### src/rtl/btn_lockout_pkg.sv
package btn_lockout_pkg;
  typedef enum logic [1:0] {
    S_IDLE_HI = 2'd0,
    S_LOCKOUT = 2'd1,
    S_HELD_LO = 2'd2
  } dbn_state_e;
endpackage

### src/rtl/btn_sync.sv
module btn_sync #(
  parameter int STAGES    = 2,
  parameter bit RESET_VAL = 1'b1
) (
  input  logic clk_i,
  input  logic rst_i,
  input  logic d_i,
  output logic q_o
);
  logic [STAGES-1:0] chain_q;

  always_ff @(posedge clk_i) begin
    if (rst_i) chain_q <= {STAGES{RESET_VAL}};
    else       chain_q <= {chain_q[STAGES-2:0], d_i};
  end

  assign q_o = chain_q[STAGES-1];
endmodule

### src/rtl/lock_timer.sv
module lock_timer #(
  parameter int LOCK_CYCLES = 40,
  localparam int CW = $clog2(LOCK_CYCLES + 1)
) (
  input  logic clk_i,
  input  logic rst_i,
  input  logic start_i,
  output logic expire_o
);
  logic [CW-1:0] cnt_q;
  logic          run_q;

  always_ff @(posedge clk_i) begin
    if (rst_i) begin
      run_q <= 1'b0;
      cnt_q <= '0;
    end else if (start_i) begin
      run_q <= 1'b1;
      cnt_q <= CW'(LOCK_CYCLES - 1);
    end else if (run_q) begin
      if (cnt_q == '0) run_q <= 1'b0;
      else             cnt_q <= cnt_q - 1'b1;
    end
  end

  assign expire_o = run_q && (cnt_q == '0);
endmodule

### src/rtl/lock_fsm.sv
module lock_fsm
  import btn_lockout_pkg::*;
(
  input  logic clk_i,
  input  logic rst_i,
  input  logic sync_i,
  input  logic expire_i,
  output logic start_o,
  output logic level_o,
  output logic press_o
);
  dbn_state_e state_q;
  logic       level_q;
  logic       press_q;
  logic       differ;

  assign differ = (sync_i != level_q);

  always_comb begin
    unique case (state_q)
      S_IDLE_HI: start_o = !sync_i;
      S_HELD_LO: start_o = sync_i;
      S_LOCKOUT: start_o = expire_i && differ;
      default:   start_o = 1'b0;
    endcase
  end

  always_ff @(posedge clk_i) begin
    if (rst_i) begin
      state_q <= S_IDLE_HI;
      level_q <= 1'b1;
      press_q <= 1'b0;
    end else begin
      press_q <= 1'b0;
      unique case (state_q)
        S_IDLE_HI: if (!sync_i) begin
          level_q <= 1'b0;
          press_q <= 1'b1;
          state_q <= S_LOCKOUT;
        end
        S_HELD_LO: if (sync_i) begin
          level_q <= 1'b1;
          state_q <= S_LOCKOUT;
        end
        S_LOCKOUT: if (expire_i) begin
          if (differ) begin
            level_q <= sync_i;
            press_q <= !sync_i;
          end else begin
            state_q <= level_q ? S_IDLE_HI : S_HELD_LO;
          end
        end
        default: state_q <= S_IDLE_HI;
      endcase
    end
  end

  assign level_o = level_q;
  assign press_o = press_q;
endmodule

### src/rtl/btn_lockout_debounce.sv
module btn_lockout_debounce #(
  parameter int CLK_HZ  = 125_000_000,
  parameter int LOCK_MS = 20,
  localparam int LOCK_CYCLES = (CLK_HZ / 1000) * LOCK_MS
) (
  input  logic clk_i,
  input  logic rst_i,
  input  logic btn_n_i,
  output logic level_o,
  output logic press_o
);
  logic sync_lvl;
  logic tmr_start;
  logic tmr_expire;

  btn_sync #(.STAGES(2), .RESET_VAL(1'b1)) u_sync (
    .clk_i (clk_i),
    .rst_i (rst_i),
    .d_i   (btn_n_i),
    .q_o   (sync_lvl)
  );

  lock_timer #(.LOCK_CYCLES(LOCK_CYCLES)) u_timer (
    .clk_i    (clk_i),
    .rst_i    (rst_i),
    .start_i  (tmr_start),
    .expire_o (tmr_expire)
  );

  lock_fsm u_fsm (
    .clk_i    (clk_i),
    .rst_i    (rst_i),
    .sync_i   (sync_lvl),
    .expire_i (tmr_expire),
    .start_o  (tmr_start),
    .level_o  (level_o),
    .press_o  (press_o)
  );
endmodule

### config.mk
export PLATFORM = sky130hd
export DESIGN_NAME = btn_lockout_debounce
export DESIGN_NICKNAME = d
export VERILOG_FILES = /design/src/rtl/btn_lockout_pkg.sv /design/src/rtl/btn_sync.sv /design/src/rtl/lock_timer.sv /design/src/rtl/lock_fsm.sv /design/src/rtl/btn_lockout_debounce.sv
export SDC_FILE = /design/constraint.sdc
export NUM_CORES = 1
export LEC_CHECK = 0
export BUFFER_PORTS_ARGS = -buffer_cell sky130_fd_sc_hd__buf_4
export CAP_MARGIN = 20
export CORE_ASPECT_RATIO = 0.75
export CORE_UTILIZATION = 45
export CTS_BUF_LIST = sky130_fd_sc_hd__clkbuf_4 sky130_fd_sc_hd__clkbuf_8
export CTS_CLUSTER_SIZE = 14
export DETAILED_ROUTE_END_ITERATION = 6
export GPL_TIMING_DRIVEN = 1
export PLACE_DENSITY = 0.61
export REMOVE_ABC_BUFFERS = 1
export SYNTH_ARGS = -nofsm -noshare
export SYNTH_HDL_FRONTEND = slang
export SYNTH_SLANG_ARGS = --single-unit
export TNS_END_PERCENT = 50
### constraint.sdc
create_clock -name clk_i -period 2.86 [get_ports clk_i]
set_clock_uncertainty 0.2 [all_clocks]
set_input_delay 0.286 -clock clk_i [delete_from_list [all_inputs] [get_ports clk_i]]
set_output_delay 0.286 -clock clk_i [all_outputs]
set_load 0.1 [all_outputs]
==> run summary <==
Area Overhead vs Synth: 10.44%
peak supply drop: 379.4 uV
Port Buffer Count: 4
Hold Crit Depth: 2
sink of the worst hold path: u_timer.cnt_q[1]
Setup Viol. Count Final: 0
total power: 1.235 mW
sequential area share after synthesis: 35.10%
PostCTS Resize Cnt: 0
CP Class: flip-flop to flip-flop
post-CTS setup buffers: 0
Synth Register Bits: 29
Die Height: 54.51 um
post-route ant nets: 0
maximum clock rate: 0.4096 GHz
final period utilization: 85.37%
core area: 3401 um^2
antenna violations before repair: 0
post-synthesis mux area share: 1.286%
Slew @ Worst Pin: 0.4998 ns
layout cells sized above 1: 15.96%
DRT Wirelength: 3409 um
R2R Path Start: u_timer.cnt_q[2]
crit path launch type: flip-flop
Starting Density: 48.64%
CTS tree: done
worst hold path class: primary input to flip-flop
die width: 72.01 um
Period minus WS final: 2.442 ns
worst-path cell with the longest stage delay: and4_1
total of max-cap violations: 0
Worst Setup SP: u_timer.cnt_q[2]
final core utilization: 53.72%
Fin Setup TNS: 0 ns
Pwr Density: 676.2 nW/um^2
Post-CTS Hold Buffers: 1
CTS Root Cell: clkbuf_8
Synth Area in Simple Gates: 27.69%
Worst Slack Setup Final: 0.4184 ns
Synth Warn #: 0
slew margin rel.: 66.42%
r2r worst-path depth: 5
routability cong.: 0.8283
Mapped Cells: 180
top cell family by delay on the critical path: simple AND/OR/NAND/NOR gates
CP Cell Sequence: nor4_4 > and4_1 > nand4_1 > or3_1 > a31oi_1
Final HPWL DP: 2494 um
Final Hold Viols: 0
Die Area: 3925 um^2
CTS buffer count: 5
post-detailed-route wirelength per cell: 14.32 um
Post-Synthesis Cell Area: 1654 um^2
H-tree depth reported by CTS: 2
worst path arrival time: 2.45 ns
XOR/XNOR share of the synthesized area: 6.354%
first-pass GRT wire length: 5582 um
dpl cells: 229
1st-pass router iterations: 4
# diodes: 0
largest family of logic cells by synthesized area: simple AND/OR/NAND/NOR gates
worst reg-to-reg setup slack: 0.42 ns
CTS Sinks: 29
Place WS: 0.4532 ns
clk_lat worst skew: 0.28 ns
Reg clk slew, reported paths: 0.06 ns
leakage: 0.6670 nW
GR Util All Layers: 19.51%
Max Slew Vio Count: 0
largest net degree at the start of global routing: 31
row cnt: 18
WP buf/inv: 0
post-route cell area: 1827 um^2
Worst Hold Slack: 0.1919 ns
status: completed
Starting DRT DRC Count: 64
gr ovfl total: 0
count of different cell masters after synthesis: 46
number of global-route vias before repair: 1221
CP endpoint kind: flip-flop
Adder-Cell Fraction of Synth Area: 6.051%
vias per cell: 5.681
Worst Path Required: 2.86 ns
HP Start: rst_i
final std cells w/o fill: 238
worst-path maximum fanout: 10
Reg2Reg Capture Point: u_timer.cnt_q[18]
RSZ-0062 raised after global routing: false
Clock Tree Buf Depth: 2
via count: 1352
complex-gate fraction of the synthesized area: 19.59%
Avg Inst Size Synth: 9.189 um^2
IO Count: 5
Residual DRC: 0
Nets: 198
Largest stage delay, worst path: 0.56 ns
placed cell areas: 1715 um^2
## logic make-up after synthesis
logic type / Yosys count
muxes: 2
adders and majority gates: 8
buffers and inverters: 13
xor gates and xnor gates: 12
AOI/OAI and AO/OA: 47
and+or+nand+nor: 69
DFF: 29
## registers in the layout, summed over array words and instances (netlist names)
register        count
u_timer.run_q       1
u_fsm.press_o       1
u_timer.cnt_q      22
u_fsm.state_q       2
u_sync.chain_q      2
u_fsm.level_o       1
## power breakdown
part / switching, mW / total (mW) / internal, mW / leakage (nW)
registers: 0.0446 / 0.487 / 0.442 / 0.237
logic: 0.252 / 0.383 / 0.131 / 0.376
clock network: 0.149 / 0.366 / 0.217 / 0.0542
total: 0.445 / 1.24 / 0.790 / 0.667
## cells in the mapped netlist, drive strengths merged
cell / number / area [um^2]
mux2: 1 / 11.26
nor4: 3 / 40.04
a31oi: 6 / 52.55
nor3b: 3 / 27.52
and4: 2 / 17.52
xnor2: 8 / 70.07
clkbuf: 3 / 11.26
inv: 7 / 26.28
buf: 3 / 27.52
nand4b: 1 / 8.760
a21o: 1 / 7.510
nor4b: 1 / 8.760
or2: 4 / 25.02
dfxtp: 29 / 580.6
or3: 8 / 50.05
a21oi: 16 / 91.34
nand4: 8 / 80.08
a221oi: 1 / 8.760
or4: 4 / 30.03
nand3: 2 / 10.01
nor3: 8 / 51.30
a211oi: 6 / 50.05
nor2b: 1 / 6.260
mux2i: 1 / 10.01
and3: 1 / 6.260
ha: 8 / 100.1
nand2: 11 / 41.29
nand2b: 3 / 18.77
and2: 1 / 6.260
a211o: 1 / 8.760
xor2: 4 / 35.03
a31o: 1 / 17.52
nor2: 8 / 30.03
o31ai: 4 / 30.03
o21ai: 10 / 50.05
o211ai: 1 / 7.510
## cells in the final DEF (no fill, tap or decap), types with 7 or more instances in the layout
cell type and instances:
a21oi_1 13, ha_1 8, inv_1 7, nor3_1 7
clkbuf_8 7, nand2_1 11, xnor2_1 8, nor2_1 8
dfxtp_1 29, or3_1 8, o21ai_0 8
## layer usage
layer,global-route usage [%],vias to the layer above,wire [um],share of wire [%]
li1,-,684,-,-
met1,25.87,645,1749,51
met2,30.35,18,1501,44
met3,5.525,5,132,3.9
met4,7.843,0,26,0.76
met5,0,-,0,0
## cell type report
type,instances,area [um^2]
Fill cell,317,1574
Multi-Input combinational cell,138,1008
Sequential cell,29,580.6
Clock buffer,7,96.34
Tap cell,50,62.56
Timing Repair Buffer,6,47.55
Inverter,7,26.28
Clock inverter,1,5.005
## worst max-delay path by stage
stage	cells past startpoint	endpoint	slack, ns
2_1_floorplan	5	u_timer.cnt_q[11]	0.43
3_3_place_gp	5	u_timer.cnt_q[21]	0.50
3_5_place_dp	5	u_timer.cnt_q[18]	0.45
4_1_cts	5	u_timer.cnt_q[18]	0.43
5_1_grt	7	u_timer.cnt_q[1]	0.25
6_report	5	u_timer.cnt_q[18]	0.42
No activity file was read; power rests on OpenSTA's default activity.
